`src/rtl/disp_cmd_pkg.sv`:
```
package disp_cmd_pkg;
  localparam int WORD_W  = 8;
  localparam int DUTY_W  = 3;
  localparam int SHIFT_W = 3;

  typedef enum logic [1:0] {
    WK_ADDR = 2'd0,
    WK_CR2  = 2'd1,
    WK_CR1  = 2'd2
  } word_kind_e;

  typedef struct packed {
    logic [DUTY_W-1:0]  duty;
    logic               disp_on;
    logic [SHIFT_W-1:0] shift;
  } cr1_t;

  localparam cr1_t CR1_RST = '{duty: '0, disp_on: 1'b0, shift: '0};

  function automatic word_kind_e classify(input logic [WORD_W-1:0] w);
    if (w[WORD_W-1])      return WK_CR1;
    else if (w[WORD_W-2]) return WK_CR2;
    else                  return WK_ADDR;
  endfunction
endpackage

```
`src/rtl/disp_serial_rx.sv`:
```
module disp_serial_rx
  import disp_cmd_pkg::*;
#(
  parameter int SYNC_STAGES = 2
) (
  input  logic              clk,
  input  logic              rst_n,
  input  logic              ser_clk,
  input  logic              ser_dat,
  input  logic              ser_sel_n,
  output logic              word_vld,
  output logic [WORD_W-1:0] word,
  output logic              sel_idle
);
  localparam int CNT_W = $clog2(WORD_W);
  localparam logic [CNT_W-1:0] LAST_BIT = CNT_W'(WORD_W - 1);

  // pin order within each stage: {select, data, clock}
  logic [2:0] stg [SYNC_STAGES];

  always_ff @(posedge clk or negedge rst_n) begin
    if (!rst_n) begin
      for (int i = 0; i < SYNC_STAGES; i++) stg[i] <= 3'b100;
    end else begin
      for (int i = SYNC_STAGES - 1; i > 0; i--) stg[i] <= stg[i-1];
      stg[0] <= {ser_sel_n, ser_dat, ser_clk};
    end
  end

  logic sclk_s, dat_s, sel_s, sclk_d, rise;
  assign sclk_s   = stg[SYNC_STAGES-1][0];
  assign dat_s    = stg[SYNC_STAGES-1][1];
  assign sel_s    = stg[SYNC_STAGES-1][2];
  assign sel_idle = sel_s;
  assign rise     = sclk_s & ~sclk_d & ~sel_s;

  logic [CNT_W-1:0]  cnt;
  logic [WORD_W-1:0] sh;

  always_ff @(posedge clk or negedge rst_n) begin
    if (!rst_n) begin
      sclk_d   <= 1'b0;
      cnt      <= '0;
      sh       <= '0;
      word     <= '0;
      word_vld <= 1'b0;
    end else begin
      sclk_d   <= sclk_s;
      word_vld <= 1'b0;
      if (sel_s) begin
        cnt <= '0;
      end else if (rise) begin
        sh <= {sh[WORD_W-2:0], dat_s};
        if (cnt == LAST_BIT) begin
          cnt      <= '0;
          word     <= {sh[WORD_W-2:0], dat_s};
          word_vld <= 1'b1;
        end else begin
          cnt <= cnt + CNT_W'(1);
        end
      end
    end
  end

  // a completed word is reported for a single cycle only
  a_r2_single_word: assert property (@(posedge clk) disable iff (!rst_n)
    word_vld |=> !word_vld);
  // an idle select clears the bit position and yields no word
  a_r3_abort_clears: assert property (@(posedge clk) disable iff (!rst_n)
    sel_s |=> (cnt == '0 && !word_vld));
endmodule

```
`src/rtl/disp_frame_decoder.sv`:
```
module disp_frame_decoder
  import disp_cmd_pkg::*;
#(
  parameter int          ADDR_W   = 5,
  parameter int          CHAR_W   = 4,
  parameter logic [3:0]  CHAR_RST = 4'd1
) (
  input  logic               clk,
  input  logic               rst_n,
  input  logic               word_vld,
  input  logic [WORD_W-1:0]  word,
  input  logic               sel_idle,
  output logic               addr_load,
  output logic [ADDR_W-1:0]  addr_val,
  output logic               data_wr,
  output logic [WORD_W-1:0]  data_val,
  output cr1_t               cr1,
  output logic [CHAR_W-1:0]  init_char
);
  localparam logic [CHAR_W-1:0] CHAR_BAD = '1;

  logic       data_mode;
  word_kind_e kind;
  logic       cr1_ld, cr2_ld;

  always_comb begin
    kind      = classify(word);
    addr_load = word_vld & ~data_mode & (kind == WK_ADDR);
    cr1_ld    = word_vld & ~data_mode & (kind == WK_CR1);
    cr2_ld    = word_vld & ~data_mode & (kind == WK_CR2);
    data_wr   = word_vld & data_mode;
    addr_val  = word[ADDR_W-1:0];
    data_val  = word;
  end

  always_ff @(posedge clk or negedge rst_n) begin
    if (!rst_n)         data_mode <= 1'b0;
    else if (sel_idle)  data_mode <= 1'b0;
    else if (addr_load) data_mode <= 1'b1;
  end

  always_ff @(posedge clk or negedge rst_n) begin
    if (!rst_n) begin
      cr1       <= CR1_RST;
      init_char <= CHAR_W'(CHAR_RST);
    end else begin
      if (cr1_ld) cr1 <= cr1_t'(word[WORD_W-2:0]);
      if (cr2_ld && word[CHAR_W-1:0] != CHAR_BAD) init_char <= word[CHAR_W-1:0];
    end
  end

  // command register 1 changes only on a load
  a_r7_cr1_hold: assert property (@(posedge clk) disable iff (!rst_n)
    !cr1_ld |=> $stable(cr1));
  // an accepted start character appears on the next cycle
  a_r8_cr2_load: assert property (@(posedge clk) disable iff (!rst_n)
    (cr2_ld && word[CHAR_W-1:0] != CHAR_BAD) |=> init_char == $past(word[CHAR_W-1:0]));
  // the rejected code never reaches the output
  a_r9_char_legal: assert property (@(posedge clk) disable iff (!rst_n)
    init_char != CHAR_BAD);
  // a command word leaves the decoder expecting a first word
  a_r10_cmd_keeps_first: assert property (@(posedge clk) disable iff (!rst_n)
    (cr1_ld || cr2_ld) |=> !data_mode);
endmodule

```
`src/rtl/disp_addr_ctr.sv`:
```
module disp_addr_ctr
  import disp_cmd_pkg::*;
#(
  parameter int ADDR_W    = 5,
  parameter int RAM_DEPTH = 30
) (
  input  logic              clk,
  input  logic              rst_n,
  input  logic              addr_load,
  input  logic [ADDR_W-1:0] addr_val,
  input  logic              data_wr,
  input  logic [WORD_W-1:0] data_val,
  output logic              ram_wr_en,
  output logic [ADDR_W-1:0] ram_wr_addr,
  output logic [WORD_W-1:0] ram_wr_data
);
  localparam logic [ADDR_W:0] DEPTH_V = (ADDR_W+1)'(RAM_DEPTH);

  logic [ADDR_W-1:0] addr_q;
  logic              in_range;
  assign in_range = {1'b0, addr_q} < DEPTH_V;

  always_ff @(posedge clk or negedge rst_n) begin
    if (!rst_n) begin
      addr_q      <= '0;
      ram_wr_en   <= 1'b0;
      ram_wr_addr <= '0;
      ram_wr_data <= '0;
    end else begin
      ram_wr_en <= 1'b0;
      if (addr_load) begin
        addr_q <= addr_val;
      end else if (data_wr) begin
        addr_q <= addr_q + ADDR_W'(1);
        if (in_range) begin
          ram_wr_en   <= 1'b1;
          ram_wr_addr <= addr_q;
          ram_wr_data <= data_val;
        end
      end
    end
  end

  // an address word sets the counter
  a_r4_load: assert property (@(posedge clk) disable iff (!rst_n)
    addr_load |=> addr_q == $past(addr_val));
  // each data word advances the counter by one, wrapping
  a_r5_step: assert property (@(posedge clk) disable iff (!rst_n)
    (data_wr && !addr_load) |=> addr_q == $past(addr_q) + ADDR_W'(1));
  // data at a slot past the RAM end produces no strobe
  a_r6_drop_high: assert property (@(posedge clk) disable iff (!rst_n)
    (data_wr && !in_range) |=> !ram_wr_en);
  // a strobe lasts one cycle
  a_r11_pulse: assert property (@(posedge clk) disable iff (!rst_n)
    ram_wr_en |=> !ram_wr_en);
endmodule

```
`src/rtl/disp_cmd_decoder.sv`:
```
module disp_cmd_decoder
  import disp_cmd_pkg::*;
#(
  parameter int ADDR_W      = 5,
  parameter int RAM_DEPTH   = 30,
  parameter int SYNC_STAGES = 2,
  parameter int CHAR_W      = 4
) (
  input  logic               clk,
  input  logic               rst_n,
  input  logic               ser_clk,
  input  logic               ser_dat,
  input  logic               ser_sel_n,
  output logic               ram_wr_en,
  output logic [ADDR_W-1:0]  ram_wr_addr,
  output logic [WORD_W-1:0]  ram_wr_data,
  output logic [DUTY_W-1:0]  duty_code,
  output logic               disp_on,
  output logic [SHIFT_W-1:0] shift_code,
  output logic [CHAR_W-1:0]  init_char
);
  logic              word_vld, sel_idle;
  logic [WORD_W-1:0] word;
  logic              addr_load, data_wr;
  logic [ADDR_W-1:0] addr_val;
  logic [WORD_W-1:0] data_val;
  cr1_t              cr1;

  disp_serial_rx #(.SYNC_STAGES(SYNC_STAGES)) u_rx (
    .clk(clk), .rst_n(rst_n),
    .ser_clk(ser_clk), .ser_dat(ser_dat), .ser_sel_n(ser_sel_n),
    .word_vld(word_vld), .word(word), .sel_idle(sel_idle)
  );

  disp_frame_decoder #(.ADDR_W(ADDR_W), .CHAR_W(CHAR_W)) u_dec (
    .clk(clk), .rst_n(rst_n),
    .word_vld(word_vld), .word(word), .sel_idle(sel_idle),
    .addr_load(addr_load), .addr_val(addr_val),
    .data_wr(data_wr), .data_val(data_val),
    .cr1(cr1), .init_char(init_char)
  );

  disp_addr_ctr #(.ADDR_W(ADDR_W), .RAM_DEPTH(RAM_DEPTH)) u_addr (
    .clk(clk), .rst_n(rst_n),
    .addr_load(addr_load), .addr_val(addr_val),
    .data_wr(data_wr), .data_val(data_val),
    .ram_wr_en(ram_wr_en), .ram_wr_addr(ram_wr_addr), .ram_wr_data(ram_wr_data)
  );

  assign duty_code  = cr1.duty;
  assign disp_on    = cr1.disp_on;
  assign shift_code = cr1.shift;
endmodule

```
`config.mk`:
```
export PLATFORM = sky130hd
export DESIGN_NAME = disp_cmd_decoder
export DESIGN_NICKNAME = d
export VERILOG_FILES = /design/src/rtl/disp_cmd_pkg.sv /design/src/rtl/disp_serial_rx.sv /design/src/rtl/disp_frame_decoder.sv /design/src/rtl/disp_addr_ctr.sv /design/src/rtl/disp_cmd_decoder.sv
export SDC_FILE = /design/constraint.sdc
export NUM_CORES = 1
export LEC_CHECK = 0
export ABC_AREA = 1
export BUFFER_PORTS_ARGS = -buffer_cell sky130_fd_sc_hd__clkbuf_2
export CORE_MARGIN = 4
export CORE_UTILIZATION = 45
export DETAILED_ROUTE_END_ITERATION = 16
export MAX_ROUTING_LAYER = met4
export SYNTH_ARGS = -nofsm -noshare
export SYNTH_HDL_FRONTEND = slang
export SYNTH_SLANG_ARGS = --single-unit
```
`constraint.sdc`:
```
create_clock -name clk -period 1.5 [get_ports clk]
set_clock_uncertainty 0.05 [all_clocks]
set_input_delay 0.3 -clock clk [delete_from_list [all_inputs] [get_ports clk]]
set_output_delay 0.3 -clock clk [all_outputs]
set_load 0.1 [all_outputs]
```
== Yosys cells after proc, flatten, opt, wreduce, memory -nomap -nowiden ==
Index checks and enable logic that the tools add are counted.
Word-level totals
  register bits after elaboration: 57
  input bits: 5
  output and inout port bits: 25
  word-level logic and storage cells: 57
Operators by class
  order comparisons: 1
  bitwise gates (word level): 11
  equal/unequal tests: 4
  mux-type cells: 15
  reduce and logical (&&, ||, !) cells: 8
  add/subtract/negate cells: 2
Operator list (number)
  5-bit 2-to-1 mux: 2
  1-bit 2-to-1 mux: 9
  3-bit 2-to-1 mux: 3
  1-bit bitwise AND: 7
  3-bit AND reduction: 2
  2-bit nonzero test: 3
  5-bit by 1-bit adder with 5-bit output (second input constant): 1
  5-bit < comparator (second input constant): 1
  4-bit != test (second input constant): 1
  1-bit NOT: 4
  3-bit by 1-bit adder with 3-bit output (second input constant): 1
  3-bit equality test (second input constant): 1
  2-bit by 1-bit equality test with 1-bit output (second input constant): 1
  2-bit equality test (second input constant): 1
  2-bit logical NOT: 1
  2-bit 2-to-1 mux: 1
  2-bit AND reduction: 1
  1-bit logical AND: 1

== Logic depth before layout (Yosys ltp) ==
  word-level depth: 6
  gate-level depth with buffers: 7
  gate-level depth less buffers: 6

== Cells and area by module ==
A second synthesis with hierarchy kept.
Unflattened totals
  cell total of the unflattened synthesis: 280
  area total of the unflattened synthesis: 2583.7 um^2
By module, submodules not included
  disp_serial_rx: times used 1, cells an instance 97, seq. area each 653.1 um^2, area an instance 1028.5 um^2
  disp_addr_ctr: times used 1, cells an instance 106, seq. area each 475.5 um^2, area an instance 898.4 um^2
  disp_frame_decoder: times used 1, cells an instance 77, seq. area each 301.5 um^2, area an instance 656.9 um^2

== Least setup slack after synthesis ==
Ideal clock, no wire load.
  path kind: register -> register
  from: reg u_rx.cnt[0]
  to: reg u_rx.cnt[0]
  setup slack: 0.216 ns
  data required time: 1.368 ns
  period minus slack after synthesis: 1.284 ns
  cell stages (with the launch flop): 5
  path buffers: 0
  library setup time: 0.082 ns
  data arrival time: 1.152 ns
  cells stage by stage: dfrtp_1 ha_1 ha_1 or2_2 o22ai_1
On the way
  cells in the longest elaborated chain, start to end: 4
  elaborated cells between the ends (all ways): 5
  classes of those cells: 1 x add/sub; 1 x eq/ne; 3 x mux
RTL lines
  start: declaration: RTL line disp_serial_rx.sv:37  | logic [CNT_W-1:0] cnt;
  start signal: assignment: RTL line disp_serial_rx.sv:59  | cnt <= cnt + CNT_W'(1);
  3-bit by 1-bit adder with 3-bit output or 3-bit equality test (tied branches): RTL line disp_serial_rx.sv:59, disp_serial_rx.sv:54
  3-bit 2-to-1 mux *: RTL line disp_serial_rx.sv:54  | if (cnt == LAST_BIT) begin
  3-bit 2-to-1 mux *: RTL line disp_serial_rx.sv:52  | end else if (rise) begin
  3-bit 2-to-1 mux *: RTL line disp_serial_rx.sv:50  | if (sel_s) begin
Every way passes the cells marked *; elsewhere a longest branch is shown, timed or not. The select of a mux whose other input is x is not followed.
A chain may end at the register's enable or synchronous reset.

== Final worst setup path ==
  from: reg u_dec.init_char[0]
  to: out init_char[0]
RTL lines
  start: declaration: RTL line disp_frame_decoder.sv:18  | output logic [CHAR_W-1:0] init_char
  start signal: assignment: RTL line disp_frame_decoder.sv:45  | init_char <= CHAR_W'(CHAR_RST);
  start signal: assignment: RTL line disp_frame_decoder.sv:48  | if (cr2_ld && word[CHAR_W-1:0] != CHAR_BAD) init_char <= word[CHAR_W-1:0];
  end: declaration: RTL line disp_cmd_decoder.sv:20  | output logic [CHAR_W-1:0] init_char
No word-level cell between the ends.

==> metrics <==
Critical Path End Type output pin; CTS H-tree lvls 3; routed vias/inst 4.727; Fillers ~430; Die Height 79.61 um; Tmin final about 1.4 ns; GRT Total Usage 17.24%; MaxCap Viol Count 0; maximum vdd ir drop 0.7098 mV; largest net degree at the start of global routing 32; layout cells sized above 1 22.92%; Cell Area, Synth roughly 2300 sq um; DRT Pass-1 Iters 4; final hold vios 0; slowest stage cell, crit path dfstp_2; f_max 0.7064 GHz; I/O pins 30; CP bufs+invs 1; Pleak 0.001487 uW; clock latency on the worst-skew pair ~0.34 ns; status finished, final reports clean; grt ovf 0; Starting DRT DRC Count 82; Synth Instances 237; # setup viols final 0; crit path cell chain buf_12; Antenna Violating Nets Remaining 0; Wirelength per Cell about 13 um; CP top delay family flip-flops; share of the synthesized area in the top cell type about three fifths; Clock Sinks 57; Pins Over Slew Limit 0; Seq/Total Area, Yosys between 60% and 70%; met1 wire length 2056 um; top cells by area, synth dfrtp_1, nand2_1, nand3_1, o21ai_0, inv_1; Area growth syn-to-layout 24.35%; top sig layer met4; via count about 1700; critical path type reg2out; worst path arrival time between 1 and 1.5 ns; Placement Cell Area 2640 sq um; CTS Root Cell clkbuf_8; Diodes inserted 0; FF/Latch Area 1430 sq um; Initial Util between 40% and 50%; DP HPWL 3164 um; TNS Setup 0 ns; syn nets 245; Rows 25; core box area 4848 sq um; CTS Buffer Depth 2; routability-driven placement congestion ratio 0.8363; initial antenna violation count 0; syn_area_per_cell 9.735 sq um; DRC Markers 0; total power 3125 uW; Post-CTS Setup Bufs 0; critical path required time about 1.2 ns; vias in the first global route 1636; IO Port Bufs 29; met2 wire len 2042 um; CP Max Fanout 2; Yosys reg bits 57; fin crit share 94.37%; Reg clk slew, reported paths roughly 0.060 ns; area of the multi-input gates approximately 730 sq um; PD cells roughly 1100 nW/um^2; Worst-Margin Slew 0.4255 ns; first-pass GRT wire length just under 8000 um; CTS buffer count 9; CTS tree built; Post-Route WL 4455 um; critical path startpoint category register; die width 79.61 um; RSZ-0062 raised after global routing no; max incr delay on CP around 0.55 ns; slew margin rel. between 70% and 80%; fin area approximately 2900 sq um; net total in the final layout 291; min-delay worst type reg2reg; DR WL met3 244 um; synth warn 0; die area 6337 sq um; area leader, netlist dfrtp_1; Distinct cells, synth 22
[what timing repair did]
| action | CTS | global route |
|---|---|---|
| resized for setup | 0 | 0 |
| hold buffers | 2 | 2 |
| hold endpoints to repair | 13 | 2 |
[cell families (layout without fill, tap and decap cells)]
group / Yosys count / in the layout / synth area share [%]
AND/OR/NAND/NOR: 117 / 117 / 23.27
buffers and inverters: 31 / 82 / 6.290
adder cells (fa/ha/maj): 3 / 3 / 1.627
flip-flops: 57 / 57 / 61.99
AO/OA/AOI/OAI: 29 / 29 / 6.833
[final cells by class]
cell class	instances	area share, %
clock buffers	13	5.190
clock inverters	3	1.396
inverters	23	3.009
multi-input cells	149	25.51
flip-flops and latches	57	49.85
well taps	67	2.922
repair buffers	43	12.12
[sequential cells by signal, summed over array words and instances, names as in the netlist, 3 cells and up]
| name | flops |
|---|---|
| u_rx.cnt | 3 |
| u_dec.init_char | 4 |
| u_addr.ram_wr_addr | 5 |
| u_rx.sh | 7 |
| u_rx.stg | 3 |
| u_addr.addr_q | 5 |
| u_dec.cr1 | 7 |
| u_rx.word | 8 |
| u_addr.ram_wr_data | 8 |
[synthesized netlist by cell type]
library cell	n
a21oi_1	2
buf_2	5
buf_6	3
dfrtp_1	54
dfstp_2	3
ha_1	3
inv_1	22
inv_2	1
nand2_1	71
nand2_2	1
nand3_1	35
nand3_2	1
nand4_1	3
nand4_4	1
nor2_1	1
nor2_2	1
nor2_4	2
o21ai_0	22
o21ai_1	1
o21ai_2	3
o22ai_1	1
or2_2	1
[where the power goes]
group	leakage, uW	switching [uW]	total [uW]	internal (uW)
registers	0.000768	27.2	1620	1590
logic	0.000621	76.9	121	43.8
clock network	0.0000974	575	1380	808
total	0.00149	679	3130	2450
[metal layers]
layer,GRT usage [%],vias to the layer above
met5,-,-
met4,10.31,0
met3,5.305,10
met2,23.96,40
met1,22.09,769
li1,-,859
[worst paths after layout]
check / start / endpoint / slack, ns / cells after the start
min in group asynchronous: rst_n / u_addr.addr_q[4] / 0.38 / 2
worst min register to register: u_rx.stg[3] / u_rx.sclk_s / 0.30 / 0
max in group asynchronous: rst_n / u_rx.stg[5] / 0.46 / 3
worst min-delay path: u_rx.stg[3] / u_rx.sclk_s / 0.30 / 0
worst max-delay path: u_dec.init_char[0] / init_char[0] / 0.08 / 1
worst max register to register: u_rx.cnt[0] / u_rx.word[7] / 0.15 / 6
[through the flow]
step | util (%) | setup WS, ns | cells | hold WS, ns
2_1_floorplan | - | 0.2155 | 237 | -0.04559
3_3_place_gp | 54.45 | 0.1865 | 335 | 0.2034
3_5_place_dp | 54.45 | 0.1425 | 335 | 0.1996
4_1_cts | 58.76 | 0.06318 | 353 | 0.001642
5_1_grt | 59.17 | 0.01905 | 355 | 0.3056
6_report | 59.17 | 0.08447 | 355 | 0.2959
[cell usage in the layout, fill, tap and decap left out, types with 2 or more instances in the layout]
master	n
dlygate4sd3_1	4
dfrtp_1	54
inv_1	22
nor2_4	2
a21oi_1	2
clkbuf_8	10
o21ai_2	3
nand4_1	3
clkbuf_2	4
o21ai_0	22
clkbuf_1	3
buf_4	33
nand2_1	71
clkinv_2	2
nand3_1	35
ha_1	3
dfstp_2	3
buf_12	2
Power figures use the tool's default switching activity.
